[src/rtl/hpd_pkg.sv]
package hpd_pkg;

  // A zero scale value is treated as one tick per microsecond.
  function automatic int unsigned eff_tpu(int unsigned t);
    return (t == 0) ? 1 : t;
  endfunction

  // True when a completed low duration falls inside the interrupt window.
  function automatic logic in_irq_window(int unsigned low_us, int unsigned lo, int unsigned hi);
    return (low_us >= lo) && (low_us < hi);
  endfunction

endpackage

[src/rtl/hpd_sync.sv]
module hpd_sync #(
  parameter int STAGES = 2
) (
  input  logic clk,
  input  logic rst_n,
  input  logic d,
  output logic q
);
  logic [STAGES-1:0] chain;

  generate
    if (STAGES == 1) begin : g_one
      always_ff @(posedge clk or negedge rst_n)
        if (!rst_n) chain <= '0;
        else        chain <= d;
    end else begin : g_many
      always_ff @(posedge clk or negedge rst_n)
        if (!rst_n) chain <= '0;
        else        chain <= {chain[STAGES-2:0], d};
    end
  endgenerate

  assign q = chain[STAGES-1];
endmodule

[src/rtl/hpd_us_timer.sv]
module hpd_us_timer
  import hpd_pkg::*;
#(
  parameter int TPU_W = 8,
  parameter int SAT   = 2000,
  localparam int CNT_W = $clog2(SAT + 1)
) (
  input  logic             clk,
  input  logic             rst_n,
  input  logic             lvl,
  input  logic [TPU_W-1:0] ticks_per_us,
  output logic             lvl_edge,
  output logic             us_tick,
  output logic [CNT_W-1:0] us_cnt
);
  logic             lvl_q;
  logic [TPU_W-1:0] pre;

  assign lvl_edge = lvl ^ lvl_q;
  assign us_tick  = (32'(pre) == eff_tpu(32'(ticks_per_us)) - 1);

  always_ff @(posedge clk or negedge rst_n) begin
    if (!rst_n) begin
      lvl_q  <= 1'b0;
      pre    <= '0;
      us_cnt <= '0;
    end else begin
      lvl_q <= lvl;
      if (lvl_edge || us_tick) pre <= '0;
      else                     pre <= pre + 1'b1;
      if (lvl_edge)
        us_cnt <= '0;
      else if (us_tick && (32'(us_cnt) != SAT))
        us_cnt <= us_cnt + 1'b1;
    end
  end

  // the microsecond count saturates and never wraps
  a_r8_cnt_bounded: assert property (@(posedge clk) disable iff (!rst_n)
    32'(us_cnt) <= SAT);
endmodule

[src/rtl/hpd_classifier.sv]
module hpd_classifier
  import hpd_pkg::*;
#(
  parameter int IRQ_MIN_US  = 500,
  parameter int IRQ_MAX_US  = 1000,
  parameter int UNPLUG_US   = 2000,
  parameter int DEBOUNCE_US = 100,
  localparam int CNT_W = $clog2(UNPLUG_US + 1)
) (
  input  logic             clk,
  input  logic             rst_n,
  input  logic             lvl,
  input  logic             lvl_edge,
  input  logic             us_tick,
  input  logic [CNT_W-1:0] us_cnt,
  output logic             present,
  output logic             irq,
  output logic             unplug,
  output logic             aux_closed
);
  logic rise_seen;
  logic unplug_hit;
  logic attach_hit;
  logic irq_hit;

  assign rise_seen  = lvl_edge & lvl;
  assign unplug_hit = us_tick & ~lvl & ~lvl_edge & present & (32'(us_cnt) == UNPLUG_US - 1);
  assign attach_hit = us_tick & lvl & ~lvl_edge & ~present & (32'(us_cnt) == DEBOUNCE_US - 1);
  assign irq_hit    = rise_seen & present & in_irq_window(32'(us_cnt), IRQ_MIN_US, IRQ_MAX_US);

  always_ff @(posedge clk or negedge rst_n) begin
    if (!rst_n) begin
      present    <= 1'b0;
      irq        <= 1'b0;
      unplug     <= 1'b0;
      aux_closed <= 1'b0;
    end else begin
      irq    <= irq_hit;
      unplug <= unplug_hit;
      if (unplug_hit)      present <= 1'b0;
      else if (attach_hit) present <= 1'b1;
      if (attach_hit)      aux_closed <= 1'b1;
    end
  end

  // interrupt is a single-cycle pulse
  a_r4_irq_one_cycle: assert property (@(posedge clk) disable iff (!rst_n)
    irq |=> !irq);
  // removal is a single-cycle pulse
  a_r6_unplug_one_cycle: assert property (@(posedge clk) disable iff (!rst_n)
    unplug |=> !unplug);
  // presence is dropped in the same cycle as the removal pulse
  a_r6_unplug_clears: assert property (@(posedge clk) disable iff (!rst_n)
    unplug |-> !present);
  // switch status never reopens once closed
  a_r7_aux_sticky: assert property (@(posedge clk) disable iff (!rst_n)
    aux_closed |=> aux_closed);
  // an interrupt is only reported while a sink is present
  a_r9_irq_needs_present: assert property (@(posedge clk) disable iff (!rst_n)
    irq |-> present);
endmodule

[src/rtl/hpd_pulse_classifier.sv]
module hpd_pulse_classifier #(
  parameter int IRQ_MIN_US  = 500,
  parameter int IRQ_MAX_US  = 1000,
  parameter int UNPLUG_US   = 2000,
  parameter int DEBOUNCE_US = 100,
  parameter int SYNC_STAGES = 2,
  parameter int TPU_W       = 8,
  localparam int CNT_W = $clog2(UNPLUG_US + 1)
) (
  input  logic             clk,
  input  logic             rst_n,
  input  logic             hpd_raw,
  input  logic [TPU_W-1:0] ticks_per_us,
  output logic             sink_present,
  output logic             irq_pulse,
  output logic             unplug_event,
  output logic             dp_lanes_enable,
  output logic             aux_switch_closed
);
  logic             hpd_lvl;
  logic             lvl_edge;
  logic             us_tick;
  logic [CNT_W-1:0] us_cnt;

  hpd_sync #(.STAGES(SYNC_STAGES)) u_sync (
    .clk(clk), .rst_n(rst_n), .d(hpd_raw), .q(hpd_lvl)
  );

  hpd_us_timer #(.TPU_W(TPU_W), .SAT(UNPLUG_US)) u_timer (
    .clk(clk), .rst_n(rst_n), .lvl(hpd_lvl), .ticks_per_us(ticks_per_us),
    .lvl_edge(lvl_edge), .us_tick(us_tick), .us_cnt(us_cnt)
  );

  hpd_classifier #(
    .IRQ_MIN_US(IRQ_MIN_US), .IRQ_MAX_US(IRQ_MAX_US),
    .UNPLUG_US(UNPLUG_US), .DEBOUNCE_US(DEBOUNCE_US)
  ) u_class (
    .clk(clk), .rst_n(rst_n), .lvl(hpd_lvl), .lvl_edge(lvl_edge),
    .us_tick(us_tick), .us_cnt(us_cnt),
    .present(sink_present), .irq(irq_pulse), .unplug(unplug_event),
    .aux_closed(aux_switch_closed)
  );

  assign dp_lanes_enable = sink_present;
endmodule

[config.mk]
export PLATFORM = sky130hd
export DESIGN_NAME = hpd_pulse_classifier
export DESIGN_NICKNAME = d
export VERILOG_FILES = /design/src/rtl/hpd_pkg.sv /design/src/rtl/hpd_sync.sv /design/src/rtl/hpd_us_timer.sv /design/src/rtl/hpd_classifier.sv /design/src/rtl/hpd_pulse_classifier.sv
export SDC_FILE = /design/constraint.sdc
export NUM_CORES = 1
export LEC_CHECK = 0
export ABC_AREA = 1
export BUFFER_PORTS_ARGS = -buffer_cell sky130_fd_sc_hd__buf_2
export CORE_UTILIZATION = 40
export CTS_BUF_LIST = sky130_fd_sc_hd__clkbuf_16
export DETAILED_ROUTE_END_ITERATION = 6
export GPL_ROUTABILITY_DRIVEN = 0
export HOLD_SLACK_MARGIN = 0.12
export PLACE_DENSITY_LB_ADDON = 0.15
export REMOVE_ABC_BUFFERS = 1
export SLEW_MARGIN = 20
export SYNTH_ARGS = -nofsm -noshare
export SYNTH_HDL_FRONTEND = slang
export SYNTH_SLANG_ARGS = --single-unit
[constraint.sdc]
create_clock -name clk -period 2 [get_ports clk]
set_clock_uncertainty 0.15 [all_clocks]
set_input_delay 0.1 -clock clk [delete_from_list [all_inputs] [get_ports clk]]
set_output_delay 0.1 -clock clk [all_outputs]
set_load 0.01 [all_outputs]
==> flow_summary.toml, run 1 <==
[floorplan]
core_um2 = 4474
fp-row-count = 24
pin_count = 16
start_util = 0.4290
die_area_um2 = 5079
fp.dieH_um = 71.27
fp.dieW_um = 71.27

[pwr]
power_uw = 1219
p_sw_frac = 0.2646
cellPowerDensity_nw_per_um2 = 501.0
power.internal_uw = 896.1
switching_power_uw = 322.5
p_leak_uw = 0.001231
p_clk_frac = 0.364
ir_drop_v = 0.0003529
seqPwrFrac = 0.454
combPwrFrac = 0.182

[critical_path]
path_max_fanout = 4
r2r-end = "u_class.present"
critPathRequiredTime_ps = 2000
reg2reg_depth = 7
end_kind = "flop"
worst_setup_path_start_kind = "primary input"
timing.rr.start = "u_sync.chain[1]"
critPathKind = "primary input to flop"
reg2reg_slack_ps = 200
cp.arrival_ps = 1930

[sta]
slew_headroom = 0.6031
rsz0062_at_grt = "yes"
fmax_ghz = 0.5161
worst_pin_slew_ps = 595.3
finalCritPeriodShare = 0.9687
final_hold_viol_count = 0
maxSlewViolCount = 0
period_needed_ps = 1937
fin_tns_setup_ps = 0
setup_viol = 0
worst_slack_ps = 62.52

[yosys]
synth_ff_type = "dfrtp_1"
synth_cells = 265
yosysWarnings = 0
ys_ff_latch = 26
yosys.area.top_type = "dfrtp_1"
synth_area_um2 = 1919
yosysMostFrequentCell = "nand2_1"
synthTopCellsByArea = "dfrtp_1 (34%), nand2_1 (12%), nand3_2 (7.3%)"
synth.top_cells.by_count = "nand2_1 (62), inv_1 (34), nor2_1 (30), dfrtp_1 (26), nand3_1 (17)"
seq_area_frac_synth = 0.3390
synth_edf_count = 0
synth_cell_types = 26
syn_avg_cell_area_um2 = 7.243
async_flop_share = 1.000
yosysTopAreaCellShare = 0.3390

[global_route]
grt_pass1_vias = 1600
track_usage = 0.1855
grt.overflow.total = 0
grt_pass1_wl_mm = 7.438
grt_max_degree = 27
grt_antenna_before_repair = 0

[clock_network]
cts.sinks = 26
clk_pin_slew_ps = 60
clockBufferDepth = 2
clock_latency_ps = 260
cts_tree = "built"
cts_made_buffers = 3
htreeDepth = 1
cts.root.buffer_cell = "clkbuf_16"

[job]
maxCapViolCount = 0

[detailed_routing]
ant_nets = 0
drc_errors = 2
vias_per_cell = 4.954
drt_iter0_drc = 76
route.vias.total = 1739
routed_wl_mm = 4.280
dr.pass1.iters = 6
wl_per_cell_um = 12.19

[final_layout]
drive_above_1_share = 0.2943
syn2layout_area_growth_pct = 26.73
final_nets = 318
diodes = 0

[min_path]
min_path_type = "flop to flop"
hold_path_depth = 0
worstHoldStart = "u_sync.chain[0]"
hold_path_end = "u_sync.chain[1]"

[run_status]
status = "finished, violations left"
violations = "design-rule violations"

[placement]
place_ws_ps = -317.0
place_hpwl_mm = 3.185
port_buffers = 15
power by group through the flow:
stage / registers, uW / clock network (uW) / logic, uW
floorplan: 559 / 0 / 106
global placement: 564 / 0 / 174
detailed placement: 564 / 0 / 175
CTS: 554 / 451 / 180
global route: 555 / 464 / 248
finish: 554 / 443 / 222
layout by cell type, fill, tap and decap left out, drive strengths merged:
master and count:
nand4 16, dlygate4sd3 2, inv 39, buf 39
xor2 11, clkbuf 3, nor3 11, xnor2 3
nor2 36, dfrtp 26, or2 1, o21ai 2
ha 6, nor4 2, a21oi 3, nand2 68
nand3 31
routing by layer:
layer	GRT usage	share of wire	vias to the layer above
li1	-	-	916
met2	0.2847	0.44	22
met3	0.03094	0.025	4
met1	0.2730	0.52	797
met5	0	0	-
met4	0.04667	0.010	0
worst max-delay path: stages:
cell and delay [ps]:
buf_8 100, nor2_4 130, nand2_4 80, inv_2 60, nand3_2 70, nor3_2 130
ha_1 260, nand2_1 70, nand2_1 50, nor2_2 100, nand2_1 60, nor2_1 110
nand3_2 100, nor2_4 130, nand3_2 170, nor2_2 160, a21oi_1 50
stage by stage:
stage | hold WS (ps) | area [um2] | util | instances
finish | 209.1 | 2432 | 0.5436 | 351
global route | 214.8 | 2432 | 0.5436 | 351
CTS | 213.6 | 2247 | 0.5022 | 347
detailed placement | 5.945 | 2147 | 0.4799 | 342
global placement | -3.213 | 2147 | 0.4799 | 342
floorplan | -345.6 | 1857 | - | 255
cells by family (layout without fill, tap and decap cells):
| family | Yosys count | after routing | synth area share |
|---|---|---|---|
| and+or+nand+nor | 165 | 165 | 0.4355 |
| buffers and inverters | 49 | 83 | 0.1095 |
| DFF | 26 | 26 | 0.3390 |
| xor gates and xnor gates | 14 | 14 | 0.06389 |
| adders and majority gates | 6 | 6 | 0.03911 |
| AOI/OAI and AO/OA | 5 | 5 | 0.01304 |
worst max-delay path by stage:
stage	start	to	slack, ps
6_report	ticks_per_us[1]	u_class.present	60
5_1_grt	ticks_per_us[1]	u_class.present	-80
4_1_cts	ticks_per_us[1]	u_timer.us_cnt[0]	7
3_5_place_dp	ticks_per_us[1]	u_timer.us_cnt[0]	-320
3_3_place_gp	ticks_per_us[1]	u_timer.us_cnt[0]	-230
2_1_floorplan	ticks_per_us[1]	u_timer.us_cnt[0]	-200
registers in the layout (all words and copies together), names as in the netlist:
register            cells
u_class.aux_closed      1
u_sync.chain            2
u_class.present         1
u_timer.lvl_q           1
u_class.irq             1
u_class.unplug          1
u_timer.pre             8
u_timer.us_cnt         11
repair_timing:
item                       CTS  global route
pin swaps                    0            19
hold endpoints to repair    27             0
hold buffers                 2             0
setup endpoints to repair   14            21
buffers inserted             0             4
resized for setup            1            40
cell type report:
cell class / instances / area [um2]
Inverter: 39 / 148.9
Timing Repair Buffer: 41 / 325.3
Sequential cell: 26 / 650.6
Tap cell: 52 / 65.06
Clock buffer: 3 / 75.07
Multi-Input combinational cell: 190 / 1167
Fill cell: 427 / 2042
No activity file was read; power rests on OpenSTA's default activity.
==> inputs of run 2 (changes only) <==
--- a/config.mk
+++ b/config.mk
@@ -9,3 +9,3 @@
 export BUFFER_PORTS_ARGS = -buffer_cell sky130_fd_sc_hd__buf_2
-export CORE_UTILIZATION = 40
+export CORE_UTILIZATION = 50
 export CTS_BUF_LIST = sky130_fd_sc_hd__clkbuf_16
==> constraint.sdc (replaced) <==
create_clock -name clk -period 2 [get_ports clk]
set_clock_uncertainty 0.15 [all_clocks]
set_input_delay 0.4 -clock clk [delete_from_list [all_inputs] [get_ports clk]]
set_output_delay 0.4 -clock clk [all_outputs]
set_load 0.01 [all_outputs]
==> run 2 against run 1 <==
  * The run ends with negative setup slack left
  * Wire length grew 7.0%
  * Worst hold slack lost 8.5 ps
  * Utilization grew 13 points
  * Sequential share of layout area shrank 0.41 points
  * Worst setup slack lost 350 ps
  * Die area shrank 19%
==> flow_summary.toml, run 2 (same netlist as run 1, synthesis figures left out) <==
[run_status]
status = "finished, violations left"
violations = "negative setup slack"

[clock_network]
clockBufferDepth = 2
cts.root.buffer_cell = "clkbuf_16"
clk_pin_slew_ps = 60
cts_tree = "built"
cts.sinks = 26
htreeDepth = 1
clock_latency_ps = 260
cts_made_buffers = 3

[critical_path]
path_cells = "buf_8 > nor2_4 > nand2_2 > inv_2 > nand3_2 > buf_4 > buf_4 > buf_4 > buf_4 > buf_4 > nand2_1 > nand2_1 > nand2_1 > nand2_2 > inv_2 > nand4_4 > buf_6 > nand3_2 > nand2_1"
crit_family = "buffers and inverters"
crit_top_cell = "buf_4"
cp.arrival_ps = 2290
reg2reg_depth = 12
cp_num_buf_inv = 9
reg2reg_slack_ps = 230
path_max_fanout = 6
r2r-end = "u_timer.us_cnt[8]"
end_kind = "flop"
worst_setup_path_start_kind = "primary input"
critPathKind = "primary input to flop"
cp_slowest_cell = "buf_6"
slowest_delay_ps = 160
timing.rr.start = "u_timer.pre[6]"
critPathRequiredTime_ps = 2000

[global_route]
track_usage = 0.2489
grt.overflow.total = 0
grt_pass1_vias = 1768
grt_antenna_before_repair = 0
grt_max_degree = 27
grt_pass1_wl_mm = 8.038

[placement]
place_ws_ps = -611.0
port_buffers = 15
dpl.cell_count = 338
place_hpwl_mm = 3.083

[final_layout]
syn2layout_area_growth_pct = 28.68
layout_commonest_cell = "nand2_1"
drive_above_1_share = 0.3191
final_nets = 322
top_regs = "u_timer.us_cnt: 11 flops, u_timer.pre: 8 flops, u_sync.chain: 2 flops"
utilization = 0.6746
diodes = 0
largest_reg_flops = 11
fillers = 318
mostFrequentLayoutCells = "nand2_1 (58), inv_1 (33), dfrtp_1 (26), nor2_1 (23), buf_4 (23)"
stdcell_count = 352
regMostFlops = "u_timer.us_cnt"

[detailed_routing]
drt_iter0_drc = 119
dr_wl_met2_mm = 2.145
drc_errors = 0
wl_per_cell_um = 13.01
wl_met1_mm = 2.256
dr.pass1.iters = 4
ant_nets = 0
wl_met3_um = 127
routed_wl_mm = 4.580
vias_per_cell = 5.247
route.vias.total = 1847
top_layer_used = "met4"

[floorplan]
die_area_um2 = 4090
core_um2 = 3661
pin_count = 16
start_util = 0.5243
fp.dieW_um = 63.96
fp.dieH_um = 63.96
fp-row-count = 22

[pwr]
power_uw = 1229
ir_drop_v = 0.0004525
switching_power_uw = 332.6
seqPwrFrac = 0.452
combPwrFrac = 0.181
cellPowerDensity_nw_per_um2 = 497.4
p_clk_frac = 0.367
p_leak_uw = 0.001230
p_sw_frac = 0.2707
power.internal_uw = 896.0

[sta]
rsz0062_at_grt = "yes"
worst_pin_slew_ps = 579.6
final_hold_viol_count = 0
fmax_ghz = 0.4373
maxSlewViolCount = 0
setup_viol = 22
fin_tns_setup_ps = -5183
period_needed_ps = 2287
worst_slack_ps = -286.9
finalCritPeriodShare = 1.143
slew_headroom = 0.6136

[min_path]
hold_path_end = "u_sync.chain[1]"
worstHoldStart = "u_sync.chain[0]"
min_path_type = "flop to flop"
hold_path_depth = 0

[job]
maxCapViolCount = 0
-- run 2: changes by cell type in the layout (fill, tap and decap cells not counted), sizes merged --
cell    before  now
buf         39   43
clkinv       0    2
inv         39   38
-- run 2: area by class of cell --
type / instances / area [um2] / share of cell area
Multi-Input combinational cell: 190 / 1165 / 0.4716
Sequential cell: 26 / 650.6 / 0.2634
Timing Repair Buffer: 45 / 367.9 / 0.1489
Inverter: 39 / 147.6 / 0.05978
Clock buffer: 3 / 75.07 / 0.03040
Tap cell: 48 / 60.06 / 0.02432
Clock inverter: 1 / 3.754 / 0.001520
-- run 2: worst max path at each step --
stage | cells past startpoint | endpoint | slack (ps) | from
finish | 19 | u_timer.us_cnt[8] | -290 | ticks_per_us[1]
global route | 18 | u_timer.us_cnt[8] | -430 | ticks_per_us[1]
CTS | 17 | u_timer.us_cnt[8] | -190 | ticks_per_us[1]
detailed placement | 18 | u_timer.us_cnt[6] | -610 | ticks_per_us[1]
global placement | 18 | u_timer.us_cnt[4] | -520 | ticks_per_us[2]
floorplan | 16 | u_timer.us_cnt[0] | -500 | ticks_per_us[1]
-- run 2: stage by stage --
stage / cell area (um2) / hold WS, ps
finish: 2470 / 200.6
floorplan: 1857 / -45.59
global placement: 2155 / 189.0
global route: 2470 / 215.9
detailed placement: 2155 / 188.7
CTS: 2399 / 203.1
-- run 2: metal layers --
layer,up-vias,GRT usage
li1,922,-
met3,6,0.03214
met4,0,0.05966
met5,-,0
met1,875,0.3567
met2,44,0.3963
-- run 2: power by group through the flow --
stage	Clock, uW	Sequential (uW)	Combinational [uW]
after CTS	457	555	203
after detailed placement	0	565	178
after global routing	478	557	248
final	451	555	222
after global placement	0	564	175
after floorplan	0	559	106
-- run 2: what timing repair did --
item / CTS / global route
setup buffers: 8 / 0
hold buffers: 2 / 0
resized for setup: 24 / 16
endpoints found under the hold margin: 27 / 0
pin swaps: 16 / 6
endpoints found under the setup margin: 22 / 22
-- run 2: worst register-to-register path, stage by stage (launching register included) --
cell,delay [ps]
dfrtp_1,410
inv_1,60
nand2_1,40
nand2_1,80
nand3_2,70
nand2_1,110
nand2_1,80
nor2_2,100
nand3_2,100
nor2_4,180
buf_12,150
nand4_1,90
nand2_1,80
